**config.mk**
```make
export PLATFORM = sky130hd
export DESIGN_NAME = msync
export DESIGN_NICKNAME = d
export VERILOG_FILES = /design/src/rtl/msync.sv
export SDC_FILE = /design/constraint.sdc
export NUM_CORES = 1
export LEC_CHECK = 0
export BUFFER_PORTS_ARGS = -buffer_cell sky130_fd_sc_hd__buf_2
export CORE_UTILIZATION = 60
export DETAILED_ROUTE_END_ITERATION = 8
export PLACE_DENSITY = 0.83
export SLEW_MARGIN = 0
export SYNTH_ARGS = -nofsm -noshare
export SYNTH_HDL_FRONTEND = slang
export SYNTH_SLANG_ARGS = --single-unit
```
**constraint.sdc**
```tcl
create_clock -name clk -period 11.15 [get_ports clk]
set_input_delay 1.115 -clock clk [delete_from_list [all_inputs] [get_ports clk]]
set_output_delay 1.115 -clock clk [all_outputs]
set_load 0.03 [all_outputs]
```
**src/rtl/msync.sv**
```systemverilog
module msync #(
  parameter int N  = 4,
  parameter int PW = 8
) (
  input  logic            clk,
  input  logic            rst_n,
  input  logic [N-1:0]    start_req,
  input  logic            start_arm,
  input  logic            start_grel,
  input  logic [N-1:0]    trig,
  input  logic [PW-1:0]   period,
  input  logic [4*N-1:0]  phase,
  output logic [N-1:0]    start_o,
  output logic [N-1:0]    ovr_o
);
  localparam int MW = PW + 4;

  logic [N-1:0]  armed, busy, tfire;
  logic [PW-1:0] cnt [N];
  logic [PW-1:0] dly [N];
  logic [N-1:0]  cmd_fire;

  assign cmd_fire = start_grel ? (armed | start_req) : (start_arm ? '0 : start_req);

  for (genvar i = 0; i < N; i++) begin : g_mod
    logic [MW-1:0] prod;
    assign prod   = {{PW{1'b0}}, phase[4*i +: 4]} * {4'b0, period};
    assign dly[i] = prod[MW-1:4];
    assign tfire[i] = busy[i] ? (cnt[i] == PW'(1)) : (trig[i] && dly[i] == '0);

    assert_zero_phase_R6: assert property (@(posedge clk) disable iff (!rst_n)
      (trig[i] && !busy[i] && phase[4*i +: 4] == 4'd0) |=> start_o[i]);
    assert_count_live_R7: assert property (@(posedge clk) disable iff (!rst_n)
      busy[i] |-> cnt[i] != '0);
    assert_retrig_flag_R9: assert property (@(posedge clk) disable iff (!rst_n)
      (busy[i] && trig[i]) |=> ovr_o[i]);
    assert_flag_sticky_R10: assert property (@(posedge clk) disable iff (!rst_n)
      ovr_o[i] |=> ovr_o[i]);
  end

  always_ff @(posedge clk) begin
    if (!rst_n) begin
      armed   <= '0;
      busy    <= '0;
      start_o <= '0;
      ovr_o   <= '0;
      for (int i = 0; i < N; i++) cnt[i] <= '0;
    end else begin
      armed   <= start_grel ? '0 : (armed | (start_arm ? start_req : '0));
      start_o <= cmd_fire | tfire;
      for (int i = 0; i < N; i++) begin
        if (busy[i]) begin
          cnt[i] <= cnt[i] - PW'(1);
          if (cnt[i] == PW'(1)) busy[i] <= 1'b0;
          if (trig[i]) ovr_o[i] <= 1'b1;
        end else if (trig[i] && dly[i] != '0) begin
          busy[i] <= 1'b1;
          cnt[i]  <= dly[i];
        end
      end
    end
  end

  assert_release_all_R4: assert property (@(posedge clk) disable iff (!rst_n)
    start_grel |=> ((start_o & $past(armed)) == $past(armed)));
  assert_release_clears_R5: assert property (@(posedge clk) disable iff (!rst_n)
    start_grel |=> armed == '0);
endmodule

```
==> results of run 1 <==
## report_power, final
group	total, mW	switching, mW	internal (mW)
clock network	0.118	0.0617	0.0567
logic	0.457	0.261	0.196
registers	0.256	0.0287	0.227
total	0.831	0.352	0.480
## kinds of logic (layout without fill, tap and decap cells)
logic type	Yosys count	count (layout)	share of synthesized area (%)
AO/OA/AOI/OAI	124	124	13.1
XOR/XNOR	61	61	8.74
adder cells (fa/ha/maj)	108	108	27.5
buffers and inverters	76	110	4.89
flip-flops	48	48	20.9
multiplexers	6	6	1.00
AND/OR/NAND/NOR	297	297	23.9
## critical path, delay by kind of cell
kind	cells	cell delay, ns
buf+inv	2	0.34
simple gates	3	0.64
fa+ha+maj	3	1.41
mux	1	0.38
compound gates	4	1.14
## state kept, by name, indices dropped and copies added, names as in the netlist
signal and count:
cnt 32, armed 4, busy 4, ovr_o 4, start_o 4
## cell usage in the layout (no fill, tap or decap), types with 3 or more instances in the layout
cell type  Yosys  final
edfxtp_1      32     32
and4_1         6      6
buf_2          2     43
inv_1         59     59
o31ai_1        3      3
xnor2_1       30     30
nand2b_1       9      9
nand2_1      111    111
nand3_1        9      9
fa_1          44     44
and2_1        52     52
a21oi_2        4      4
clkbuf_8       0      7
o21bai_1       3      3
nor2_1        62     62
o22ai_1       21     21
a21o_1         5      5
nor3_1         9      9
dfxtp_1       16     16
xor2_1        31     31
nor4_1         8      8
o211ai_1       5      5
o21a_1         4      4
a22oi_1        8      8
nor2b_1        9      9
mux2i_1        5      5
a21oi_1       42     42
nand4_1        5      5
and3_1         4      4
o21ai_0       12     12
ha_1          64     64
## through the flow
| stage | setup WS [ns] | utilization (%) | cells |
|---|---|---|---|
| 2_1_floorplan | 6.12 | - | 720 |
| 4_1_cts | 6.07 | 66.4 | 887 |
| 3_5_place_dp | 5.74 | 65.4 | 879 |
| 3_3_place_gp | 5.89 | 65.4 | 879 |
| 6_report | 6.08 | 66.4 | 887 |
| 5_1_grt | 5.80 | 66.4 | 887 |
## per-layer routing
layer  GRT usage [%]  share of wire [%]
met1            32.3                 43
met2            50.8                 51
met3            2.78                3.8
met4            7.91                1.7
met5               0                  0
## final cells by class
class / count / share of cell area [%]
tap: 133 / 2.55
multi-input combinational: 596 / 69.6
inverter: 59 / 3.40
timing repair buffer: 43 / 3.30
clock buffer: 8 / 1.54
sequential: 48 / 19.7
## synth_stat cells (16+ instances only)
cell type	instances	area, µm²
nand2_1	111	417
nor2_1	62	233
fa_1	44	881
xor2_1	31	272
a21oi_1	42	210
ha_1	64	801
inv_1	59	221
and2_1	52	325
dfxtp_1	16	320
xnor2_1	30	263
o22ai_1	21	131
edfxtp_1	32	961
## final timing paths
kind | depth (start not counted) | slack [ns] | to
max | 13 | 6.08 | cnt[0][3]
min | 2 | 0.48 | armed[3]
max reg2reg | 4 | 9.21 | start_o[3]
min reg2reg | 2 | 0.48 | armed[3]
==> reports/qor.yml, run 1 <==
fin_setup_tns_ns: 0
cts_setup_buffers: 0
cp.arrival_ns: 5.03
powerDensity_mw_per_mm2: 128
synth_edf_count: 32
syn_to_final_growth_pct: 6.61
gp_congestion: 0.848
finalHoldViolCount: 0
path_clk_slew_ns: 0.09
place_area_mm2: 0.00642
ctsHtreeMaxLevel: 2
cts_root_buf: "clkbuf_8"
antenna_found_initial: 0
finalSetupViolations: 0
grt_pass1_wl_mm: 22.6
vdd_drop_max_uv: 58.8
drv_slew: 0
postCtsHoldBufs: 0
maxCapViolCount: 0
yosysSeqAreaShare_pct: 20.9
slowest_stage: "fa_1"
multi_input_area_mm2: 0.00454
cp_max_fo: 16
fin_crit_sh_pct: 45.5
drc_errors: 0
die-area_mm2: 0.0106
hp-class: "reg -> reg"
tightest_slew_ns: 1.12
clock_path_buffers: 2
postSynth.asyncResetShare_pct: 0
yosys.cell_types.count: 58
critPathLaunchType: "input pin"
gr-total-overflow: 0
fmax_ghz: 0.197
antenna_cells: 0
synth-main-ff-cell: "edfxtp_1"
drtIter0Drc: 239
syn-num-nets: 864
slowest_delay_ns: 0.54
die_x_um: 103
cp_cell_sequence: "buf_2, nand2_1, fa_1, fa_1, inv_1, ha_1, o21a_1, o21ai_0, mux2_2, a211oi_1, nand4_1, nor3_1, o211ai_1"
ys_seq_elements: 48
grt_pass1_vias: 5185
ys_warn_count: 0
core_mm2: 0.00982
ant_nets: 0
ff_latch_area_mm2: 0.00128
clock_latency_ns: 0.32
postSynthAreaPerCell_um2: 8.49
hold_ws_ns: 0.478
cp_common_cell: "fa_1"
setup.worst_path.class: "in -> reg"
vias: 5183
cts_tree: "built"
gr-usage-all-layers_pct: 27.0
fin_nets: 897
dp_hpwl_mm: 10.6
cts_resized: 0
drive_above_1_share_pct: 8.49
wire_per_inst_um: 15.1
synthCells: 720
critical_path_required_ns: 11.11
routed_via_density: 5.84
die_h_um: 103
port-buffer-count: 43
power_mw: 0.831
drtPass1Iterations: 4
endpoint_kind: "flop"
slew-limit-headroom_pct: 24.8
fin_area_mm2: 0.00652
grt_max_degree: 22
rows: 36
p_leak_nw: 3.06
finalWirelength_mm: 13.4
io-pin-count: 44
cts_buffers: 5
clock_skew_ns: 0.00336
cp-startpoint: "period[4]"
reg2reg_from: "cnt[3][4]"
initial_core_util_pct: 62.3
worst_hold_startpoint: "armed[3]"
status: "completed"
synth_area_mm2: 0.00612
clock_sinks: 48
rsz0062_at_grt: "no"
fill_cells: 859
finalCriticalPeriod_ns: 5.07
Power figures use the tool's default switching activity.
==> run 2: changes to the inputs <==
--- a/config.mk
+++ b/config.mk
@@ -5,6 +5,7 @@
 export SDC_FILE = /design/constraint.sdc
 export NUM_CORES = 1
 export LEC_CHECK = 0
+export ABC_AREA = 1
 export BUFFER_PORTS_ARGS = -buffer_cell sky130_fd_sc_hd__buf_2
 export CORE_UTILIZATION = 60
 export DETAILED_ROUTE_END_ITERATION = 8
==> constraint.sdc (replaced) <==
create_clock -name clk -period 5.3 [get_ports clk]
set_input_delay 0.53 -clock clk [delete_from_list [all_inputs] [get_ports clk]]
set_output_delay 0.53 -clock clk [all_outputs]
set_load 0.03 [all_outputs]
==> reports/qor.yml, run 2 <==
antenna_found_initial: 0
dp_hpwl_mm: 11.8
ys_top_cells_by_count: "344 x nand2_1, 200 x inv_1, 69 x nand3_1"
syn-num-nets: 1168
ys_seq_elements: 48
fin_setup_tns_ns: 0
power_mw: 1.84
core_mm2: 0.0109
maxCapViolCount: 0
routed_via_density: 5.16
clock_latency_ns: 0.29
largest_register: "cnt"
synth-main-ff-cell: "edfxtp_1"
path_clk_slew_ns: 0.06
drtIter0Drc: 408
io-pin-count: 44
fmax_ghz: 0.254
rows: 38
drtPass1Iterations: 5
finalWirelength_mm: 14.2
cts_root_buf: "clkbuf_16"
finalSetupViolations: 0
fin_nets: 1193
gr-total-overflow: 0
final_common_cell: "nand2_1"
rsz0062_at_grt: "no"
fin_area_mm2: 0.00723
final_cells: 1190
drc_errors: 0
yosys.cell_types.count: 42
clock_path_buffers: 2
gp_congestion: 0.892
endpoint_kind: "flop"
slew-limit-headroom_pct: 34.6
layout.cells.most_common_list: "344 x nand2_1, 200 x inv_1, 69 x nand3_1, 64 x ha_1, 56 x nor2_1"
postSynth.asyncResetShare_pct: 0
p_leak_nw: 4.24
syn_to_final_growth_pct: 6.23
cp_max_fo: 13
dpl.cell_count: 1182
gr-usage-all-layers_pct: 26.1
cts_resized: 0
critical_path_required_ns: 5.25
synth_edf_count: 32
vdd_drop_max_uv: 226
grt_max_degree: 17
largest_register_ffs: 32
finalHoldViolCount: 0
setup.worst_path.class: "in -> reg"
grt_pass1_vias: 5794
finalCriticalPeriod_ns: 3.94
die_h_um: 109
worst-r2r-setup-slack_ns: 3.32
fin_crit_sh_pct: 74.3
ctsHtreeMaxLevel: 2
port-buffer-count: 43
postCtsHoldBufs: 0
powerDensity_mw_per_mm2: 254
die_x_um: 109
cts_buffers: 5
tightest_slew_ns: 0.974
place_area_mm2: 0.00708
synth_area_mm2: 0.00681
synthCells: 1024
fill_cells: 974
grt_pass1_wl_mm: 24.9
status: "completed"
multi_input_area_mm2: 0.00465
clock_sinks: 48
netlist.area_leader.share_pct: 19.0
drv_slew: 0
wire_per_inst_um: 12.0
cp.arrival_ns: 3.88
clock_skew_ns: 0.00493
ys_warn_count: 0
die-area_mm2: 0.0118
yosysMostFrequentCell: "nand2_1"
initial_core_util_pct: 62.3
synth_area_leaders: "nand2_1 19%, edfxtp_1 14%, fa_1 13%"
postSynthAreaPerCell_um2: 6.65
cts_setup_buffers: 0
utilization_pct: 66.2
critPathLaunchType: "input pin"
ff_latch_area_mm2: 0.00128
antenna_cells: 0
hp-class: "reg -> reg"
yosysSeqAreaShare_pct: 18.8
ant_nets: 0
drive_above_1_share_pct: 9.62
yosysTopAreaCell: "nand2_1"
cts_tree: "built"
vias: 6141
==> run 2: worst max-delay path, cell delays in order <==
cell,delay [ns]
buf_2,0.27
nand2_1,0.14
fa_1,0.54
fa_1,0.55
inv_1,0.05
ha_1,0.35
a21oi_1,0.24
o21ai_0,0.14
inv_1,0.09
nand3_1,0.06
nand2_1,0.15
nand3_2,0.09
nor2_2,0.18
nand2_4,0.10
nand2_4,0.11
nand3_1,0.29
==> run 2: layout make-up <==
type / count / area share, %
inverters: 203 / 10.5
flip-flops and latches: 48 / 17.7
multi-input cells: 748 / 64.3
repair buffers: 43 / 2.97
clock inverters: 2 / 0.173
clock buffers: 6 / 1.92
well taps: 140 / 2.42
==> run 2: metrics by stage <==
stage | worst slack [ns] | hold slack, ns
finish | 1.36 | 0.451
global route | 1.05 | 0.478
CTS | 1.37 | 0.454
detailed placement | 1.07 | 0.438
global placement | 1.12 | 0.429
floorplan | 1.28 | 0.431
==> run 2: worst paths after layout <==
kind                   from         to  cells after the start
setup / recovery  period[1]  cnt[0][3]                     16
hold / removal     ovr_o[2]   ovr_o[2]                      2
setup reg to reg    busy[0]  cnt[0][3]                      3
hold reg to reg    ovr_o[2]   ovr_o[2]                      2
==> run 2: kinds of logic after synthesis <==
logic type	Yosys count	synth area share, %
DFF	48	18.8
adders and majority gates	108	24.7
and+or+nand+nor	542	35.1
AOI/OAI and AO/OA	90	7.46
xor gates and xnor gates	8	1.03
buffers and inverters	228	12.9
==> run 2: routing by layer <==
layer	global-route usage [%]	up-vias	share of wire, %
met5	0	-	0
met4	7.24	0	1.4
met3	2.05	15	5.3
met2	43.7	154	44
met1	36.2	2759	49
li1	-	3213	-
==> run 2: power by group <==
part | internal (mW) | switching [mW] | leakage (nW)
sequential | 0.482 | 0.0458 | 0.478
clock | 0.188 | 0.135 | 0.0777
combinational | 0.357 | 0.628 | 3.68
==> run 3: changes to the inputs <==
==> constraint.sdc (replaced) <==
create_clock -name clk -period 3.91 [get_ports clk]
set_input_delay 0.391 -clock clk [delete_from_list [all_inputs] [get_ports clk]]
set_output_delay 0.391 -clock clk [all_outputs]
set_load 0.03 [all_outputs]
==> reports/qor.yml, run 3 (synthesis gave the netlist of run 2 again) <==
worst-r2r-setup-slack_ns: 2.09
clock_skew_ns: 0.00743
cts_setup_buffers: 0
antenna_found_initial: 0
fin_nets: 1206
drtPass1Iterations: 5
core_mm2: 0.0109
finalWirelength_mm: 14.7
multi_input_area_mm2: 0.00465
final_common_cell: "nand2_1"
cts_root_buf: "clkbuf_16"
largest_register: "cnt"
io-pin-count: 44
gr-usage-all-layers_pct: 26.3
critPathLaunchType: "input pin"
initial_core_util_pct: 62.3
wire_per_inst_um: 12.2
ant_nets: 0
rows: 38
cp.arrival_ns: 3.70
cp_cell_sequence: "buf_2, nand2_1, fa_1, fa_1, inv_1, ha_1, nand2_1, o21ai_0, nand2_1, nand3_1, xor2_1, nor2_2, nand2_4, nand2_4, nand3_1, buf_4"
fmax_ghz: 0.271
die_x_um: 109
met2_usage_pct: 44.1
drtIter0Drc: 446
vias: 6300
drive_above_1_share_pct: 10.7
routed_via_density: 5.24
slew-limit-headroom_pct: 38.4
finalCriticalPeriod_ns: 3.70
clock_latency_ns: 0.30
endpoint_kind: "flop"
timing.final.ws_setup_ns: 0.215
finalHoldViolCount: 0
grtUsageMet1_pct: 35.0
tightest_slew_ns: 0.916
p_leak_nw: 4.30
postCtsHoldBufs: 0
cts_tree: "built"
syn_to_final_growth_pct: 7.66
cp_max_fo: 16
dp_worst_setup_slack_ns: -0.0559
clock_path_buffers: 2
fill_cells: 986
drc_errors: 0
cts_resized: 0
slowest_delay_ns: 0.54
power_mw: 2.51
status: "completed"
grt_max_degree: 18
crit_buf_inv: 3
utilization_pct: 67.0
hp-class: "in -> reg"
grt_pass1_vias: 5803
path_clk_slew_ns: 0.07
dp_hpwl_mm: 12.2
ff_latch_area_mm2: 0.00128
maxCapViolCount: 0
critical_path_required_ns: 3.91
cts_buffers: 5
clock_sinks: 48
gp_congestion: 0.900
rsz0062_at_grt: "no"
gr-total-overflow: 0
ctsHtreeMaxLevel: 2
grt_pass1_wl_mm: 25.0
die-area_mm2: 0.0118
largest_register_ffs: 32
top_usage_layer: "met2"
layout.cells.most_common_list: "344 x nand2_1, 200 x inv_1, 69 x nand3_1, 64 x ha_1, 56 x nor2_1"
cp_top_family: "adder cells"
cp_common_cell: "nand2_1"
slowest_stage: "fa_1"
antenna_cells: 0
drv_slew: 0
powerDensity_mw_per_mm2: 343
grtUsageMet3_pct: 4.04
fin_crit_sh_pct: 94.5
vdd_drop_max_uv: 332
setup.worst_path.class: "in -> reg"
finalSetupViolations: 0
port-buffer-count: 43
die_h_um: 109
[run 3: path summary, 6_finish.rpt]
path / depth (start not counted) / from / endpoint
setup reg to reg: 4 / busy[0] / cnt[0][6]
setup / recovery: 16 / period[3] / cnt[0][6]
hold / removal: 3 / start_req[2] / armed[2]
hold reg to reg: 2 / ovr_o[1] / ovr_o[1]
[run 3: cell type report]
type | instances | share of cell area, %
Clock inverter | 3 | 0.358
Multi-Input combinational cell | 748 | 63.4
Inverter | 203 | 10.4
Tap cell | 140 | 2.39
Clock buffer | 5 | 1.71
Sequential cell | 48 | 17.5
Timing Repair Buffer | 56 | 4.27
[run 3: metal layers]
metal  part of all wire, %  routed length, µm
met3                   6.6                966
met2                    45               6670
met1                    46               6790
met4                   1.9                284
met5                     0                  0
[run 3: worst register-to-register path: cells and delay by family, from the launching register on]
kind / cells / cell delay [ns]
simple gates: 3 / 1.03
flops: 1 / 0.33
buf+inv: 1 / 0.17
[run 3: where the power goes]
group	switching, mW	internal [mW]	total [mW]
sequential	0.0629	0.652	0.715
clock	0.200	0.243	0.443
combinational	0.860	0.497	1.36
[run 3: metrics by stage]
stage	area (µm²)	TNS (ns)	hold WS, ns	cells
6_report	7330	0	0.356	1203
5_1_grt	7330	0	0.384	1203
4_1_cts	7330	0	0.355	1203
3_5_place_dp	7180	-0.519	0.438	1195
3_3_place_gp	7180	0	0.430	1195
2_1_floorplan	6810	0	0.431	1024
